## config.mk

```make
export PLATFORM = sky130hd
export DESIGN_NAME = strm_bus_bridge
export DESIGN_NICKNAME = d
export VERILOG_FILES = /design/src/rtl/bb_pkg.sv /design/src/rtl/bb_decode.sv /design/src/rtl/bb_prefetch.sv /design/src/rtl/bb_reg_path.sv /design/src/rtl/strm_bus_bridge.sv
export SDC_FILE = /design/constraint.sdc
export NUM_CORES = 1
export LEC_CHECK = 0
export BUFFER_PORTS_ARGS = -buffer_cell sky130_fd_sc_hd__buf_4
export CAP_MARGIN = 20
export CORE_MARGIN = 2
export CORE_UTILIZATION = 40
export CTS_CLUSTER_SIZE = 8
export DETAILED_ROUTE_END_ITERATION = 6
export PLACE_DENSITY = 0.81
export SYNTH_ARGS = -nofsm -noshare
export SYNTH_HDL_FRONTEND = slang
export SYNTH_SLANG_ARGS = --single-unit
```

## constraint.sdc

```tcl
create_clock -name clk -period 2.42 [get_ports clk]
set_input_delay 0.484 -clock clk [delete_from_list [all_inputs] [get_ports clk]]
set_output_delay 0.484 -clock clk [all_outputs]
set_load 0.02 [all_outputs]
```

## src/rtl/bb_pkg.sv

```systemverilog
package bb_pkg;

    parameter int BB_AW = 8;
    parameter int BB_DW = 32;

    typedef enum logic [2:0] {
        ACC_IDLE,
        ACC_REG_RD,
        ACC_REG_WR,
        ACC_STRM_RD,
        ACC_STRM_WR
    } acc_kind_e;

    typedef struct packed {
        logic             vld;
        logic [BB_DW-1:0] data;
    } word_slot_t;

    function automatic acc_kind_e classify(input logic req, input logic we, input logic hit);
        if (!req)
            return ACC_IDLE;
        if (hit)
            return we ? ACC_STRM_WR : ACC_STRM_RD;
        return we ? ACC_REG_WR : ACC_REG_RD;
    endfunction

endpackage

```

## src/rtl/bb_decode.sv

```systemverilog
module bb_decode
    import bb_pkg::*;
#(
    parameter int               AW        = BB_AW,
    parameter logic [AW-1:0]    STRM_ADDR = '0
) (
    input  logic          req,
    input  logic          we,
    input  logic [AW-1:0] addr,
    output acc_kind_e     kind
);
    logic hit;

    assign hit  = (addr == STRM_ADDR);
    assign kind = classify(req, we, hit);
endmodule

```

## src/rtl/bb_prefetch.sv

```systemverilog
module bb_prefetch
    import bb_pkg::*;
#(
    parameter int DW = BB_DW
) (
    input  logic          clk,
    input  logic          rst,
    input  logic          strm_valid,
    input  logic [DW-1:0] strm_data,
    input  logic          take,
    output logic          strm_ready,
    output word_slot_t    slot
);
    word_slot_t slot_q;

    // Fetch only into an empty slot; reset blocks any handshake in flight.
    assign strm_ready = !rst && !slot_q.vld;
    assign slot       = slot_q;

    always_ff @(posedge clk) begin
        if (rst) begin
            slot_q <= '0;
        end else if (strm_valid && strm_ready) begin
            slot_q.vld  <= 1'b1;
            slot_q.data <= strm_data;
        end else if (take) begin
            slot_q.vld <= 1'b0;
        end
    end
endmodule

```

## src/rtl/bb_reg_path.sv

```systemverilog
module bb_reg_path
    import bb_pkg::*;
#(
    parameter int DW = BB_DW
) (
    input  logic          clk,
    input  logic          rst,
    input  logic          rd_issue,
    input  logic [DW-1:0] reg_rdata,
    output logic          pend,
    output word_slot_t    rsp
);
    logic       pend_q;
    word_slot_t rsp_q;

    assign pend = pend_q;
    assign rsp  = rsp_q;

    always_ff @(posedge clk) begin
        if (rst) begin
            pend_q <= 1'b0;
            rsp_q  <= '0;
        end else begin
            pend_q    <= rd_issue;
            rsp_q.vld <= pend_q;
            if (pend_q)
                rsp_q.data <= reg_rdata;
        end
    end
endmodule

```

## src/rtl/strm_bus_bridge.sv

```systemverilog
module strm_bus_bridge
    import bb_pkg::*;
#(
    parameter int                   ADDR_W    = BB_AW,
    parameter int                   DATA_W    = BB_DW,
    parameter logic [ADDR_W-1:0]    STRM_ADDR = 'h40
) (
    input  logic              clk,
    input  logic              rst,
    input  logic              bus_req,
    input  logic              bus_we,
    input  logic [ADDR_W-1:0] bus_addr,
    input  logic [DATA_W-1:0] bus_wdata,
    output logic              bus_gnt,
    output logic              bus_rvalid,
    output logic [DATA_W-1:0] bus_rdata,
    output logic              reg_wr,
    output logic              reg_rd,
    output logic [ADDR_W-1:0] reg_addr,
    output logic [DATA_W-1:0] reg_wdata,
    input  logic [DATA_W-1:0] reg_rdata,
    input  logic              strm_valid,
    output logic              strm_ready,
    input  logic [DATA_W-1:0] strm_data
);
    acc_kind_e  kind;
    word_slot_t pf_slot;
    word_slot_t reg_rsp;
    word_slot_t strm_rsp_q;
    logic       reg_busy;
    logic       strm_take;

    bb_decode #(.AW(ADDR_W), .STRM_ADDR(STRM_ADDR)) u_dec (
        .req  (bus_req),
        .we   (bus_we),
        .addr (bus_addr),
        .kind (kind)
    );

    bb_prefetch #(.DW(DATA_W)) u_pf (
        .clk        (clk),
        .rst        (rst),
        .strm_valid (strm_valid),
        .strm_data  (strm_data),
        .take       (strm_take),
        .strm_ready (strm_ready),
        .slot       (pf_slot)
    );

    bb_reg_path #(.DW(DATA_W)) u_rp (
        .clk       (clk),
        .rst       (rst),
        .rd_issue  (reg_rd),
        .reg_rdata (reg_rdata),
        .pend      (reg_busy),
        .rsp       (reg_rsp)
    );

    // Grant: stream reads need a full slot; nothing is taken while a register read is completing.
    always_comb begin
        unique case (kind)
            ACC_IDLE:    bus_gnt = 1'b0;
            ACC_STRM_RD: bus_gnt = pf_slot.vld && !reg_busy;
            default:     bus_gnt = !reg_busy;
        endcase
    end

    assign strm_take = (kind == ACC_STRM_RD) && bus_gnt;
    assign reg_rd    = (kind == ACC_REG_RD) && bus_gnt;
    assign reg_wr    = (kind == ACC_REG_WR) && bus_gnt;
    assign reg_addr  = bus_addr;
    assign reg_wdata = bus_wdata;

    // Stream response register, separate from the register response path.
    always_ff @(posedge clk) begin
        if (rst) begin
            strm_rsp_q <= '0;
        end else begin
            strm_rsp_q.vld <= strm_take;
            if (strm_take)
                strm_rsp_q.data <= pf_slot.data;
        end
    end

    assign bus_rvalid = strm_rsp_q.vld || reg_rsp.vld;
    assign bus_rdata  = strm_rsp_q.vld ? strm_rsp_q.data : reg_rsp.data;
endmodule

```

==> flow_summary.yaml, run 1 <==
drt:
  ant_nets: 0
  routed_wl_mm: 10.1
  highest_layer: "met4"
  dr_wl_met3_um: 645
  avgRoutedWirePerCell_um: 15.3
  dr_total_vias: 3223
  wl_met2_mm: 5.09
  drtPass1Iterations: 4
  drc_errors: 0
  drt-initial-drc-count: 110
  via_per_inst: 4.86
  met1_length_mm: 4.28
worst_setup_path:
  end_kind: "output pin"
  critPathBufInv: 2
  path_delay_family: "simple AND/OR/NAND/NOR gates"
  critPathSlowestCell: "or3b_4"
  crit_cells: 8
  crit_path_max_fanout: 2
  path_cells: "buf_8 -> nor4_4 -> and4b_1 -> ha_4 -> or3b_4 -> a21oi_2 -> nor3b_2 -> buf_4"
  slowest_delay_ps: 370
  reg2reg_depth: 3
  reg2reg_slack_ps: 880
  worst_ep_required_time_ps: 1940
  path_class: "primary input to output pin"
  crit_arrival_ps: 2000
  start_kind: "primary input"
timing:
  timing.final.ws_setup_ps: -66.3
  slew_viol_final: 0
  fin_skew_ps: 8.15
  maxSlewHeadroom_pct: 68.7
  setup_viol: 1
  fin_crit_ps: 2490
  fin_crit_sh_pct: 103
  worstMarginPinSlew_ps: 470
  rsz0062_at_grt: "yes"
  finalHoldViolCount: 0
  max_freq_mhz: 402
  fin_setup_tns_ps: -66.3
yosys:
  synthTopCellsByArea: "dfxtp_1 (47%), mux2i_1 (15%), mux2_2 (8.4%), nand2_1 (8.4%), buf_4 (7.7%)"
  ys_seq_elements: 100
  synth_top_area_share_pct: 46.6
  ys_seq_area_share_pct: 46.6
  synth.distinct_cells: 29
  syn_avg_cell_area_sq_um: 9.60
  synth_cells: 448
  syn-cell-area_sq_um: 4300
  yosysWarningCount: 0
  synth_nets: 558
  synth_top_cell_by_area: "dfxtp_1"
finish:
  multiInputGateArea_sq_um: 1870
  final_cells: 663
  drive_above_1_share_pct: 36.2
  mostFrequentLayoutCell: "buf_4"
  n_antenna_cell: 0
  nNetsFinal: 632
  fillCellCount: 949
  area_delta_synth_final_pct: 22.2
  final_cell_mix: "buf_4 (129), dfxtp_1 (99), nand2_1 (96), mux2i_1 (64), nor2_1 (35)"
  regArea_sq_um: 2000
clock_network:
  clk_path_buf_depth: 2
  post_cts_buffers: 0
  clock-sinks: 100
  cts_tree: "built"
  clock-root-buffer: "clkbuf_8"
  postCtsHoldBufs: 0
  cts.htree.levels: 3
  insertion_delay_ps: 350
  cts_inserted_buffers: 9
  path_clk_slew_ps: 90
floorplan:
  die_y_um: 108
  fp-row-count: 37
  core_area_sq_um: 10400
  io_pins: 186
  start_util_pct: 41.5
  die_width_um: 108
  die-area_sq_um: 11600
global_routing:
  grt_first_pass_wirelength_mm: 15.4
  antenna_found_initial: 0
  grt_pass1_vias: 3298
  grt_overflow_total: 0
  grt_max_degree: 44
  grt_use_total_pct: 17.0
worst_hold_path:
  hp-class: "primary input to register"
  hold-path-cell-count: 3
power:
  ir_worst_vdd_uv: 280
  p_switching_w: 0.000756
  combPwrFrac_pct: 11.5
  internal_power_w: 0.00240
  sw_frac_of_total_pct: 24.0
  p_clk_share_pct: 33.6
  power.density_nw_per_um2: 600
  seqPwrFrac_pct: 55.0
  power_leakage_nw: 2.31
placement:
  numPortBuffers: 121
  dpl.hpwl_mm: 7.16
  finalWeightedCongestion: 0.787
  dp_cells: 647
flow_run:
  maxCapViolCount: 0
outcome:
  violations: "setup timing"
  status: "finished, violations left"
==> synthesized netlist by cell type (all sizes together) <==
cell type	instances
ha	1
nor2b	2
nor3b	3
and4b	1
a21oi	1
buf	65
nand2b	1
or2	1
nor3	1
clkbuf	4
and3	2
inv	1
mux2	32
nand2	96
nor4	2
or3b	2
a31o	1
nand3	1
o21ai	32
dfxtp	100
mux2i	64
nor2	35
==> tightest hold or removal path, stage by stage <==
cell	delay, ps
buf_4	80
nand2_1	40
o21ai_1	60
==> stage by stage <==
step / hold WS (ps) / total power, W / utilization [%] / worst slack (ps) / area (sq um)
finish: 331 / 0.00315 / 50.7 / -66.3 / 5260
global route: 314 / 0.00328 / 50.7 / -107 / 5260
CTS: 309 / 0.00319 / 50.4 / -53.8 / 5220
detailed placement: 449 / 0.00213 / 48.3 / -170 / 5010
global placement: 440 / 0.00212 / 48.3 / -90.7 / 5010
floorplan: 431 / 0.00204 / - / 164 / 4300
==> metal layers <==
layer	up-vias	track usage, %
met3	9	5.45
met2	100	29.9
li1	1592	-
met5	-	0
met4	0	4.76
met1	1522	19.8
==> repair_timing <==
item | CTS | global route
pin swaps | 5 | 3
endpoints found under the setup margin | 1 | 2
gates resized for setup | 5 | 4
endpoints found under the hold margin | 0 | 0
==> logic make-up (layout without fill, tap and decap cells) <==
| logic type | Yosys count | in the layout | synth area share (%) |
|---|---|---|---|
| AOI/OAI and AO/OA | 34 | 34 | 4.05 |
| and+or+nand+nor | 147 | 147 | 14.7 |
| DFF | 100 | 100 | 46.6 |
| muxes | 96 | 96 | 23.3 |
| buffers and inverters | 70 | 149 | 11.1 |
| adders and majority gates | 1 | 1 | 0.291 |
==> registers in the layout (all words and copies together), names as in the netlist <==
name	flops
u_rp.rsp	33
strm_rsp_q	33
u_rp.pend	1
u_pf.slot	33
==> final timing paths <==
path,from,end
hold / removal,strm_data[27],u_pf.slot[27]
hold reg to reg,strm_rsp_q[8],strm_rsp_q[8]
setup / recovery,bus_addr[2],bus_gnt
setup reg to reg,u_rp.pend,u_rp.rsp[7]
==> power by group through the flow <==
stage | Combinational (W) | Clock [W] | Sequential (W)
after floorplan | 0.000279 | 0 | 0.00176
after global placement | 0.000348 | 0 | 0.00177
after detailed placement | 0.000355 | 0 | 0.00177
after CTS | 0.000360 | 0.00109 | 0.00173
after global routing | 0.000394 | 0.00114 | 0.00174
final | 0.000361 | 0.00106 | 0.00173
==> cell type report <==
class | count | area share [%]
tap | 136 | 3.24
multi-input combinational | 278 | 35.6
sequential | 100 | 38.1
inverter | 1 | 0.0714
clock buffer | 12 | 2.76
clock inverter | 4 | 0.929
timing repair buffer | 132 | 19.3
Power figures use the tool's default switching activity.
==> inputs of run 2 (changes only) <==
--- a/config.mk
+++ b/config.mk
@@ -11,7 +11,7 @@
 export CORE_UTILIZATION = 40
 export CTS_CLUSTER_SIZE = 8
 export DETAILED_ROUTE_END_ITERATION = 6
-export PLACE_DENSITY = 0.81
+export PLACE_DENSITY = 0.79
 export SYNTH_ARGS = -nofsm -noshare
 export SYNTH_HDL_FRONTEND = slang
 export SYNTH_SLANG_ARGS = --single-unit
==> run 2 against run 1 <==
  * Combinational power shrank 1%
  * Largest cell class unchanged
  * Non-clock buffer count shrank 1
  * Final area grew 0.29%
  * Clock skew shrank 0.78 ps
  * First-iteration DRC count grew 40%
  * Power grew 3.8%
  * The flow still finishes with violations (setup timing)
  * Routed wire length shrank 2.7%
  * Die area is the same
==> flow_summary.yaml, run 2 (synthesized netlist as in run 1, its figures left out) <==
outcome:
  status: "finished, violations left"
  violations: "setup timing"
global_routing:
  grt_max_degree: 44
  grt_overflow_total: 0
  grt_use_total_pct: 17.1
  grt_pass1_vias: 3243
  grt_first_pass_wirelength_mm: 15.3
  antenna_found_initial: 0
worst_setup_path:
  crit_arrival_ps: 1990
  r2r-start: "u_rp.pend"
  timing.rr.end: "u_rp.rsp[29]"
  reg2reg_slack_ps: 870
  worst_ep_required_time_ps: 1940
  slowest_delay_ps: 370
  path_delay_family: "simple AND/OR/NAND/NOR gates"
  start_kind: "primary input"
  end_kind: "output pin"
  crit_path_max_fanout: 2
  reg2reg_depth: 3
  path_class: "primary input to output pin"
  critPathSlowestCell: "or3b_4"
  path_cells: "buf_8 -> nor4_4 -> and4b_1 -> ha_4 -> or3b_4 -> a21oi_2 -> nor3b_2 -> buf_4"
  critPathBufInv: 2
worst_hold_path:
  hold_end: "u_pf.slot[28]"
  hold-path-cell-count: 3
  worstHoldStart: "strm_data[28]"
  hp-class: "primary input to register"
power:
  power.density_nw_per_um2: 621
  ir_worst_vdd_uv: 281
  power_leakage_nw: 2.30
timing:
  slew_viol_final: 0
  setup_viol: 1
  worstMarginPinSlew_ps: 495
  rsz0062_at_grt: "yes"
  timing.hold.ws_ps: 317
  max_freq_mhz: 405
  fin_crit_ps: 2470
  fin_crit_sh_pct: 102
  fin_setup_tns_ps: -51.8
  fin_skew_ps: 7.37
  timing.final.ws_setup_ps: -51.8
  finalHoldViolCount: 0
  maxSlewHeadroom_pct: 67.0
finish:
  drive_above_1_share_pct: 36.3
  n_antenna_cell: 0
  final_cells: 662
  nNetsFinal: 631
  area_delta_synth_final_pct: 22.6
  final_cell_mix: "buf_4 (128), dfxtp_1 (99), nand2_1 (96), mux2i_1 (64), nor2_1 (35)"
  final_util_pct: 50.8
  mostFrequentLayoutCell: "buf_4"
floorplan:
  start_util_pct: 41.5
  die-area_sq_um: 11600
  fp-row-count: 37
  io_pins: 186
  die_y_um: 108
  core_area_sq_um: 10400
  die_width_um: 108
clock_network:
  clock-sinks: 100
  insertion_delay_ps: 370
  clk_path_buf_depth: 2
  cts.htree.levels: 3
  path_clk_slew_ps: 90
  postCtsHoldBufs: 0
  cts_inserted_buffers: 9
  cts_tree: "built"
  clock-root-buffer: "clkbuf_8"
  post_cts_buffers: 0
drt:
  ant_nets: 0
  routed_wl_mm: 9.84
  drc_errors: 0
  dr_total_vias: 3198
  drtPass1Iterations: 5
  drt-initial-drc-count: 154
  via_per_inst: 4.83
  avgRoutedWirePerCell_um: 14.9
placement:
  dpl.hpwl_mm: 6.97
  place_ws_ps: -161
  dp_cells: 646
  finalWeightedCongestion: 0.784
  numPortBuffers: 121
flow_run:
  maxCapViolCount: 0
==> run 2: power by group <==
| group | switching, W | internal (W) | total, W |
|---|---|---|---|
| sequential | 0.0000271 | 0.00170 | 0.00173 |
| combinational | 0.000175 | 0.000182 | 0.000357 |
| clock | 0.000569 | 0.000615 | 0.00118 |
| total | 0.000771 | 0.00250 | 0.00327 |
==> run 2: per-stage QoR <==
| step | area (sq um) | total power, W |
|---|---|---|
| floorplan | 4300 | 0.00204 |
| global placement | 4990 | 0.00211 |
| detailed placement | 4990 | 0.00212 |
| CTS | 5240 | 0.00330 |
| global route | 5270 | 0.00340 |
| finish | 5270 | 0.00327 |
==> run 2: layout make-up <==
type                       instances  area, sq um
sequential                       100         2000
tap                              136          170
multi-input combinational        278         1870
clock inverter                     5         83.8
clock buffer                      11          141
timing repair buffer             131          998
fill                             972         5100
inverter                           1         3.75
==> run 2: worst max-delay path by stage <==
| stage | from | to | slack, ps | cells past startpoint |
|---|---|---|---|---|
| global route | bus_addr[1] | bus_gnt | -100 | 8 |
| floorplan | bus_addr[1] | bus_gnt | 160 | 6 |
| detailed placement | bus_addr[1] | bus_gnt | -160 | 8 |
| CTS | bus_addr[2] | bus_gnt | -40 | 8 |
| global placement | bus_addr[1] | bus_gnt | -140 | 8 |
| finish | bus_addr[1] | bus_gnt | -50 | 8 |
==> run 2: timing repair <==
item / 4_1_cts / 5_1_grt
pin swaps: 5 / 5
setup endpoints to repair: 1 / 2
endpoints found under the hold margin: 0 / 0
resized for setup: 6 / 4
==> run 2: worst register-to-register path, stage by stage, from the launching register on <==
cell     delay (ps)
dfxtp_2         650
buf_4           470
mux2i_1         250
nor2_1           60
==> run 2: layer usage <==
metal | up-vias | share of wire [%] | GRT usage (%)
met1 | 1488 | 42 | 20.0
li1 | 1585 | - | -
met3 | 28 | 6.6 | 4.78
met5 | - | 0 | 0
met4 | 0 | 2.4 | 7.42
met2 | 97 | 49 | 29.0
